## src/rtl/lmx_pkg.sv

```systemverilog
package lmx_pkg;

    typedef enum logic [3:0] {
        ST_IDLE,
        ST_LO_SET,
        ST_LO_CLK,
        ST_LO_HOLD,
        ST_HI_SET,
        ST_HI_CLK,
        ST_HI_HOLD,
        ST_WR_STB,
        ST_WR_REC,
        ST_RD_TURN,
        ST_RD_STB,
        ST_RD_REC
    } lmx_state_e;

endpackage

```

## src/rtl/lmx_hi_cache.sv

```systemverilog
module lmx_hi_cache #(
    parameter int DATA_W = 8
) (
    input  logic              clk,
    input  logic              rst_n,
    input  logic              load,
    input  logic [DATA_W-1:0] cur_hi,
    output logic              match
);
    typedef struct packed {
        logic              valid;
        logic [DATA_W-1:0] byte_v;
    } cache_t;

    cache_t c_q, c_d;

    always_comb begin
        c_d = c_q;
        if (load) begin
            c_d.valid  = 1'b1;
            c_d.byte_v = cur_hi;
        end
    end

    always_ff @(posedge clk or negedge rst_n) begin
        if (!rst_n) c_q <= '0;
        else        c_q <= c_d;
    end

    assign match = c_q.valid && (c_q.byte_v == cur_hi);

    // once a high byte has been loaded, the same byte matches on the next cycle
    a_r3_cache_hit: assert property (@(posedge clk) disable iff (!rst_n)
        load |=> match);

endmodule

```

## src/rtl/lmx_seq_ctrl.sv

```systemverilog
module lmx_seq_ctrl
    import lmx_pkg::*;
#(
    parameter int DATA_W     = 8,
    parameter int SETUP_CYC  = 2,
    parameter int HOLD_CYC   = 1,
    parameter int STROBE_CYC = 3,
    parameter int TURN_CYC   = 1
) (
    input  logic                clk,
    input  logic                rst_n,
    input  logic                req_valid,
    input  logic                req_write,
    input  logic [2*DATA_W-1:0] req_addr,
    input  logic [DATA_W-1:0]   req_wdata,
    input  logic [DATA_W-1:0]   bus_in,
    input  logic                hi_match,
    output logic                req_ready,
    output logic                rsp_done,
    output logic [DATA_W-1:0]   rsp_rdata,
    output logic [DATA_W-1:0]   bus_out,
    output logic                bus_oe,
    output logic                lat_lo_clk,
    output logic                lat_hi_clk,
    output logic                ce_n,
    output logic                oe_n,
    output logic                we_n,
    output logic                hi_load,
    output logic [DATA_W-1:0]   cur_hi
);
    localparam int ADDR_W  = 2 * DATA_W;
    localparam int MAX_CYC = (SETUP_CYC > STROBE_CYC) ?
                             ((SETUP_CYC > HOLD_CYC) ? SETUP_CYC : HOLD_CYC) :
                             ((STROBE_CYC > TURN_CYC) ? STROBE_CYC : TURN_CYC);
    localparam int CNT_W   = $clog2(MAX_CYC + 1) + 1;

    typedef struct packed {
        lmx_state_e        state;
        logic [CNT_W-1:0]  cnt;
        logic [ADDR_W-1:0] addr;
        logic [DATA_W-1:0] wdata;
        logic              wr;
        logic [DATA_W-1:0] rdata;
        logic              done;
    } seq_t;

    seq_t r_q, r_d;
    lmx_state_e nxt;

    // cycles spent in a state, minus one
    function automatic logic [CNT_W-1:0] stay_len(input lmx_state_e s);
        case (s)
            ST_LO_SET, ST_HI_SET:   stay_len = CNT_W'(SETUP_CYC - 1);
            ST_LO_HOLD, ST_HI_HOLD: stay_len = CNT_W'(HOLD_CYC - 1);
            ST_WR_STB, ST_RD_STB:   stay_len = CNT_W'(STROBE_CYC - 1);
            ST_RD_TURN:             stay_len = CNT_W'(TURN_CYC - 1);
            default:                stay_len = '0;
        endcase
    endfunction

    always_comb begin
        r_d      = r_q;
        r_d.done = 1'b0;
        nxt      = r_q.state;
        case (r_q.state)
            ST_IDLE: begin
                if (req_valid) begin
                    r_d.addr  = req_addr;
                    r_d.wdata = req_wdata;
                    r_d.wr    = req_write;
                    nxt       = ST_LO_SET;
                end
            end
            ST_LO_SET:  if (r_q.cnt == '0) nxt = ST_LO_CLK;
            ST_LO_CLK:  nxt = ST_LO_HOLD;
            ST_LO_HOLD: begin
                if (r_q.cnt == '0) begin
                    if (!hi_match)    nxt = ST_HI_SET;
                    else if (r_q.wr)  nxt = ST_WR_STB;
                    else              nxt = ST_RD_TURN;
                end
            end
            ST_HI_SET:  if (r_q.cnt == '0) nxt = ST_HI_CLK;
            ST_HI_CLK:  nxt = ST_HI_HOLD;
            ST_HI_HOLD: begin
                if (r_q.cnt == '0) nxt = r_q.wr ? ST_WR_STB : ST_RD_TURN;
            end
            ST_WR_STB:  if (r_q.cnt == '0) nxt = ST_WR_REC;
            ST_WR_REC: begin
                nxt      = ST_IDLE;
                r_d.done = 1'b1;
            end
            ST_RD_TURN: if (r_q.cnt == '0) nxt = ST_RD_STB;
            ST_RD_STB: begin
                if (r_q.cnt == '0) begin
                    r_d.rdata = bus_in;
                    nxt       = ST_RD_REC;
                end
            end
            ST_RD_REC: begin
                nxt      = ST_IDLE;
                r_d.done = 1'b1;
            end
            default: nxt = ST_IDLE;
        endcase
        r_d.state = nxt;
        if (nxt != r_q.state)       r_d.cnt = stay_len(nxt);
        else if (r_q.cnt != '0)     r_d.cnt = r_q.cnt - 1'b1;
    end

    always_ff @(posedge clk or negedge rst_n) begin
        if (!rst_n) begin
            r_q       <= '0;
            r_q.state <= ST_IDLE;
        end else begin
            r_q <= r_d;
        end
    end

    // output decode from registered state
    always_comb begin
        bus_oe     = 1'b0;
        bus_out    = '0;
        lat_lo_clk = 1'b0;
        lat_hi_clk = 1'b0;
        case (r_q.state)
            ST_LO_SET, ST_LO_CLK, ST_LO_HOLD: begin
                bus_oe  = 1'b1;
                bus_out = r_q.addr[DATA_W-1:0];
            end
            ST_HI_SET, ST_HI_CLK, ST_HI_HOLD: begin
                bus_oe  = 1'b1;
                bus_out = r_q.addr[ADDR_W-1:DATA_W];
            end
            ST_WR_STB, ST_WR_REC: begin
                bus_oe  = 1'b1;
                bus_out = r_q.wdata;
            end
            default: ;
        endcase
        lat_lo_clk = (r_q.state == ST_LO_CLK);
        lat_hi_clk = (r_q.state == ST_HI_CLK);
    end

    assign ce_n      = (r_q.state == ST_IDLE);
    assign we_n      = (r_q.state != ST_WR_STB);
    assign oe_n      = (r_q.state != ST_RD_STB);
    assign req_ready = (r_q.state == ST_IDLE);
    assign rsp_done  = r_q.done;
    assign rsp_rdata = r_q.rdata;
    assign hi_load   = lat_hi_clk;
    assign cur_hi    = r_q.addr[ADDR_W-1:DATA_W];

    // load clocks are mutually exclusive
    a_r4_clk_excl: assert property (@(posedge clk) disable iff (!rst_n)
        !(lat_lo_clk && lat_hi_clk));
    // strobes only in the data phase
    a_r4_strobe_data_phase: assert property (@(posedge clk) disable iff (!rst_n)
        (!oe_n || !we_n) |-> (!lat_lo_clk && !lat_hi_clk));
    // never read and write strobe together
    a_r7_strobe_excl: assert property (@(posedge clk) disable iff (!rst_n)
        !(!oe_n && !we_n));
    // chip enable covers every strobe
    a_r7_ce_covers: assert property (@(posedge clk) disable iff (!rst_n)
        (!oe_n || !we_n) |-> !ce_n);
    // low-byte setup
    a_r2_lo_setup: assert property (@(posedge clk) disable iff (!rst_n)
        $rose(lat_lo_clk) |-> ($stable(bus_out) && $past(bus_oe)));
    // low-byte hold
    a_r2_lo_hold: assert property (@(posedge clk) disable iff (!rst_n)
        $fell(lat_lo_clk) |-> ($stable(bus_out) && bus_oe));
    // high-byte setup
    a_r3_hi_setup: assert property (@(posedge clk) disable iff (!rst_n)
        $rose(lat_hi_clk) |-> ($stable(bus_out) && $past(bus_oe)));
    // write data held one cycle past the write strobe
    a_r5_we_hold: assert property (@(posedge clk) disable iff (!rst_n)
        $rose(we_n) |-> (bus_oe && $stable(bus_out)));
    // bus released before output strobe falls
    a_r6_turnaround: assert property (@(posedge clk) disable iff (!rst_n)
        $fell(oe_n) |-> !$past(bus_oe));
    // no drive while flash drives
    a_r6_no_contention: assert property (@(posedge clk) disable iff (!rst_n)
        !oe_n |-> !bus_oe);
    // done is a single-cycle pulse and lands in idle
    a_r8_done_pulse: assert property (@(posedge clk) disable iff (!rst_n)
        rsp_done |=> !rsp_done);
    a_r8_done_idle: assert property (@(posedge clk) disable iff (!rst_n)
        rsp_done |-> (req_ready && ce_n));

endmodule

```

## src/rtl/lmx_flash_seq.sv

```systemverilog
module lmx_flash_seq #(
    parameter int DATA_W     = 8,
    parameter int SETUP_CYC  = 2,
    parameter int HOLD_CYC   = 1,
    parameter int STROBE_CYC = 3,
    parameter int TURN_CYC   = 1
) (
    input  logic                clk,
    input  logic                rst_n,
    input  logic                req_valid,
    output logic                req_ready,
    input  logic                req_write,
    input  logic [2*DATA_W-1:0] req_addr,
    input  logic [DATA_W-1:0]   req_wdata,
    output logic                rsp_done,
    output logic [DATA_W-1:0]   rsp_rdata,
    output logic [DATA_W-1:0]   bus_out,
    output logic                bus_oe,
    input  logic [DATA_W-1:0]   bus_in,
    output logic                lat_lo_clk,
    output logic                lat_hi_clk,
    output logic                flash_ce_n,
    output logic                flash_oe_n,
    output logic                flash_we_n,
    output logic                flash_a16
);
    logic              hi_match;
    logic              hi_load;
    logic [DATA_W-1:0] cur_hi;

    lmx_seq_ctrl #(
        .DATA_W    (DATA_W),
        .SETUP_CYC (SETUP_CYC),
        .HOLD_CYC  (HOLD_CYC),
        .STROBE_CYC(STROBE_CYC),
        .TURN_CYC  (TURN_CYC)
    ) u_ctrl (
        .clk       (clk),
        .rst_n     (rst_n),
        .req_valid (req_valid),
        .req_write (req_write),
        .req_addr  (req_addr),
        .req_wdata (req_wdata),
        .bus_in    (bus_in),
        .hi_match  (hi_match),
        .req_ready (req_ready),
        .rsp_done  (rsp_done),
        .rsp_rdata (rsp_rdata),
        .bus_out   (bus_out),
        .bus_oe    (bus_oe),
        .lat_lo_clk(lat_lo_clk),
        .lat_hi_clk(lat_hi_clk),
        .ce_n      (flash_ce_n),
        .oe_n      (flash_oe_n),
        .we_n      (flash_we_n),
        .hi_load   (hi_load),
        .cur_hi    (cur_hi)
    );

    lmx_hi_cache #(.DATA_W(DATA_W)) u_hi_cache (
        .clk   (clk),
        .rst_n (rst_n),
        .load  (hi_load),
        .cur_hi(cur_hi),
        .match (hi_match)
    );

    // top flash address bit tied low
    assign flash_a16 = 1'b0;

endmodule

```

## config.mk

```make
export PLATFORM = sky130hd
export DESIGN_NAME = lmx_flash_seq
export DESIGN_NICKNAME = d
export VERILOG_FILES = /design/src/rtl/lmx_pkg.sv /design/src/rtl/lmx_hi_cache.sv /design/src/rtl/lmx_seq_ctrl.sv /design/src/rtl/lmx_flash_seq.sv
export SDC_FILE = /design/constraint.sdc
export NUM_CORES = 1
export LEC_CHECK = 0
export ABC_CLOCK_PERIOD_IN_PS = 5600
export BUFFER_PORTS_ARGS = -buffer_cell sky130_fd_sc_hd__buf_2
export CAP_MARGIN = 20
export CORE_AREA = 3 3 77 115
export CTS_CLUSTER_DIAMETER = 40
export CTS_CLUSTER_SIZE = 12
export DETAILED_ROUTE_END_ITERATION = 7
export DIE_AREA = 0 0 80 118
export SYNTH_ARGS = -nofsm -noshare
export SYNTH_HDL_FRONTEND = slang
export SYNTH_HIERARCHICAL = 1
export SYNTH_SLANG_ARGS = --single-unit
```

## constraint.sdc

```tcl
create_clock -name clk -period 5.6 [get_ports clk]
set_input_delay 0.84 -clock clk [delete_from_list [all_inputs] [get_ports clk]]
set_output_delay 0.84 -clock clk [all_outputs]
set_load 0.02 [all_outputs]
```

==> impl_summary.log <==
INFO  metric finalInstanceArea = 3110 um^2
INFO  metric die_width = 80 um
INFO  metric timing.hold.worst.class = reg -> reg
INFO  metric worst_path_max_delay_cell = sky130_fd_sc_hd__o31ai_1
INFO  metric critical_path.reg2reg.endpoint = u_ctrl/r_q[35]$_DFFE_PN0P_
INFO  metric worst-setup-path-type = reg -> out
INFO  metric share_of_total_power_in_the_clock_network = between 10% and 20%
INFO  metric synth_top_area_share = 45.8%
INFO  metric buffer_ports.inserted = around 60
INFO  metric finalPower = approximately 2.1 mW
INFO  metric grt_use_met2 = around 20%
INFO  metric dr_total_vias = approximately 1800
INFO  metric path_cells = nand2b_4 > o31ai_1 > a222oi_1 > inv_1 > buf_2
INFO  metric globalRouteTotalUtil = 11.6%
INFO  metric first_global_vias = about 1900
INFO  metric power.net_switching = 0.831 mW
INFO  metric synth-warning-count = 6
INFO  metric dpl_cell_area = 2950 um^2
INFO  metric drt_drc_violations_left = 0
INFO  metric comb_power_share = between 40 and 50%
INFO  metric drt_wl_total = roughly 5400 um
INFO  metric synth_sequential_area_ratio = a little under half
INFO  metric postRouteAntennaNets = 0
INFO  metric hold_viol_final = 0
INFO  metric total_leakage_power = ~1.4 nW
INFO  metric tritoncts = yes
INFO  metric worst_hold_startpoint = u_hi_cache/c_q[8]$_DFFE_PN0P_
INFO  metric mappedNetlistArea = ~2700 um^2
INFO  metric fin_crit_sh = about three fifths
INFO  metric fp.dieH = between 100 and 150 um
INFO  metric reg2reg_depth = 9
INFO  metric slew_headroom = approximately 25%
INFO  metric grt_first_pass_wirelength = between 8000 and 9000 um
INFO  metric ctsResizeCount = 0
INFO  metric timing.reg2reg.setup_slack = roughly 2900 ps
INFO  metric edff_count_synth = 0
INFO  metric largest_net_degree_at_the_start_of_global_routing = slightly above 50
INFO  metric route.detailed.vias_per_inst = around 4.9
INFO  metric antenna_violations_before_repair = 0
INFO  metric h-tree-depth = 2
INFO  metric final_layout_size_suffix_gt1_share = around 46%
INFO  metric critPathRequiredTime = around 4800 ps
INFO  metric max_slew.worst_pin.slew = between 1000 and 1500 ps
INFO  metric tritoncts_num_sinks = 50
INFO  metric routed_wire_length_per_instance = around 14 um
INFO  metric clockBufferDepth = 2
INFO  metric gpl.final_weighted_congestion = between 0.8 and 0.9
INFO  metric synthFlopType = sky130_fd_sc_hd__dfrtp_1
INFO  metric hold_path_stages = 1
INFO  metric clk_latency = roughly 280 ps
INFO  metric post_synth_main_area_contributors = sky130_fd_sc_hd__dfrtp_1 46%, sky130_fd_sc_hd__mux2_2 14%, sky130_fd_sc_hd__buf_4 6.0%
INFO  metric layout_commonest_cell = sky130_fd_sc_hd__buf_2
INFO  metric achievable-frequency = ~290 MHz
INFO  metric cp-end-kind = output port
INFO  metric globalRouteOverflowTotal = 0
INFO  metric grt_setup_unrepaired = false
INFO  metric min_period = 3430 ps
INFO  metric gr-max-usage-layer = met2
INFO  metric number_of_standard_cells_after_synthesis = between 200 and 250
INFO  metric grt.met1_usage = 14.6%
INFO  metric root_buffer = sky130_fd_sc_hd__clkbuf_16
INFO  metric share_seq_of_total_power = 34.0%
INFO  metric fraction_of_power_spent_switching_nets = approximately two fifths
INFO  metric maxCapViolCount = 0
INFO  metric die_area = 9440 um^2
INFO  metric run_status = complete, no violations
INFO  metric drt-pass1-iter-count = 7
INFO  metric crit-reg2reg-launch = u_ctrl/r_q[34]$_DFFE_PN0P_
INFO  metric cts_setup_buffers = 0
INFO  metric drt-initial-drc-count = between 60 and 70
INFO  metric io-pin-count = 61
INFO  metric layout.nets = around 300
INFO  metric power_density = about 660 nW/um^2
INFO  metric hold_path_end = u_hi_cache/c_q[8]$_DFFE_PN0P_
INFO  metric worst_hold_slack = approximately 480 ps
INFO  metric antenna_cells = 0
INFO  metric path_clk_slew = 60 ps
INFO  metric finalMaxSlewViolations = 0
INFO  metric mostFrequentLayoutCells = 59 x sky130_fd_sc_hd__buf_2, 50 x sky130_fd_sc_hd__dfrtp_1, 33 x sky130_fd_sc_hd__mux2_2
INFO  metric synth-seq-cells = 50
INFO  metric critPathLaunchType = register
INFO  metric syn_area_per_cell = 12.0 um^2
INFO  metric synth.largest_area_cell = sky130_fd_sc_hd__dfrtp_1
INFO  metric worst-endpoint-arrival = ~2600 ps
INFO  metric globalRouteMet3Util = 2.45%
INFO  metric initial_utilization = 34.1%
INFO  metric cts_hold_buffers = 0
INFO  metric netlist-cell-type-count = 54
INFO  metric max_incr_delay_on_cp = about 900 ps
INFO  metric placementRows = 40
INFO  metric final.setup.tns = 0 ps
INFO  metric worst_clock_skew = roughly 3.9 ps
INFO  metric timing.critical_path.fanout_max = 18
INFO  metric post_synth_arst_share = 100%
INFO  metric synth_nets = 266
INFO  metric core_area = approximately 8000 um^2
INFO  metric peakVddDrop = between 0.2 and 0.3 mV
INFO  metric setup_viol = 0
INFO  metric number_of_buffers_created_by_cts = 5
INFO  metric areaGrowthSynthToFinish = 14.0%
INFO  metric internal_power = roughly 1.2 mW
INFO  metric detailed_place_hpwl = between 3000 and 4000 um
-- cells in the mapped netlist, types with 2 or more instances --
| master | n |
|---|---|
| sky130_fd_sc_hd__o21ai_1 | 2 |
| sky130_fd_sc_hd__buf_6 | 3 |
| sky130_fd_sc_hd__or2_2 | 2 |
| sky130_fd_sc_hd__buf_2 | 3 |
| sky130_fd_sc_hd__dfrtp_1 | 50 |
| sky130_fd_sc_hd__nor2b_1 | 2 |
| sky130_fd_sc_hd__buf_4 | 22 |
| sky130_fd_sc_hd__nand4_1 | 2 |
| sky130_fd_sc_hd__a222oi_1 | 8 |
| sky130_fd_sc_hd__ha_1 | 2 |
| sky130_fd_sc_hd__o221ai_1 | 2 |
| sky130_fd_sc_hd__o211ai_1 | 2 |
| sky130_fd_sc_hd__xnor2_1 | 10 |
| sky130_fd_sc_hd__mux2_2 | 33 |
| sky130_fd_sc_hd__nor3_1 | 3 |
| sky130_fd_sc_hd__nand3_1 | 2 |
| sky130_fd_sc_hd__mux2_4 | 8 |
| sky130_fd_sc_hd__a21oi_1 | 5 |
| sky130_fd_sc_hd__nand2b_1 | 3 |
| sky130_fd_sc_hd__or3_1 | 2 |
| sky130_fd_sc_hd__a31oi_1 | 2 |
| sky130_fd_sc_hd__nand2_1 | 7 |
| sky130_fd_sc_hd__nor2_1 | 7 |
| sky130_fd_sc_hd__o22ai_1 | 2 |
| sky130_fd_sc_hd__buf_1 | 2 |
| sky130_fd_sc_hd__inv_1 | 14 |
-- layer usage --
metal  vias up  part of all wire [%]
met5         -                     0
met4         0                  0.93
met3         4                   7.0
met2        66                    51
met1       877                    41
li1        867                     -
-- worst max-delay path, delay by kind of cell, from the launching register on --
family | cells | cell delay (ps)
flip-flops | 1 | 590
AND/OR/NAND/NOR | 1 | 260
AO/OA/AOI/OAI | 2 | 1200
buffers and inverters | 2 | 250
-- worst max-delay path by stage --
stage	from	slack, ps	end
6_report	u_ctrl/r_q[39]$_DFF_PN0_	2170	bus_out[5]
5_1_grt	u_ctrl/r_q[39]$_DFF_PN0_	2030	bus_out[3]
4_1_cts	u_ctrl/r_q[39]$_DFF_PN0_	2190	bus_out[5]
3_5_place_dp	u_ctrl/r_q[39]$_DFF_PN0_	2510	bus_out[7]
3_3_place_gp	u_ctrl/r_q[39]$_DFF_PN0_	2520	bus_out[7]
2_1_floorplan	u_ctrl/r_q[38]$_DFF_PN0_	3130	bus_out[0]
-- logic make-up (layout without fill, tap and decap cells) --
| group | count (synthesis) | after routing | synth area share (%) |
|---|---|---|---|
| flops | 50 | 50 | 45.8 |
| buf+inv | 45 | 84 | 10.2 |
| mux | 43 | 43 | 18.8 |
| simple gates | 41 | 41 | 9.62 |
| compound gates | 36 | 36 | 11.3 |
| xor+xnor | 10 | 10 | 3.21 |
| fa+ha+maj | 2 | 2 | 0.916 |
| other cells | 1 | 1 | 0.137 |
-- flip-flops by register name, indices dropped and copies added (netlist names) --
register	cells
u_hi_cache/c_q	9
u_ctrl/rsp_done	1
u_ctrl/cur_hi	8
u_ctrl/r_q	24
u_ctrl/rsp_rdata	8
-- power by group through the flow --
stage,logic (mW),clock network [mW],registers [mW]
4_1_cts,1.04,0.347,0.704
3_3_place_gp,1.02,0,0.704
2_1_floorplan,0.962,0,0.626
6_report,1.03,0.336,0.704
5_1_grt,1.13,0.362,0.729
3_5_place_dp,1.04,0,0.708
-- layout make-up --
class	instances	area, um^2
Sequential cell	50	1250
Clock buffer	7	133
Tap cell	105	131
Timing Repair Buffer	61	310
Inverter	15	56.3
Clock inverter	1	30.0
Fill cell	799	4890
Multi-Input combinational cell	133	1200
-- metrics by stage --
stage,cells,setup slack [ps],util [%]
floorplan,228,3130,-
global placement,364,2520,36.8
detailed placement,364,2510,36.8
CTS,372,2190,38.9
global route,372,2030,38.9
finish,372,2170,38.9
No activity file was read; power rests on OpenSTA's default activity.
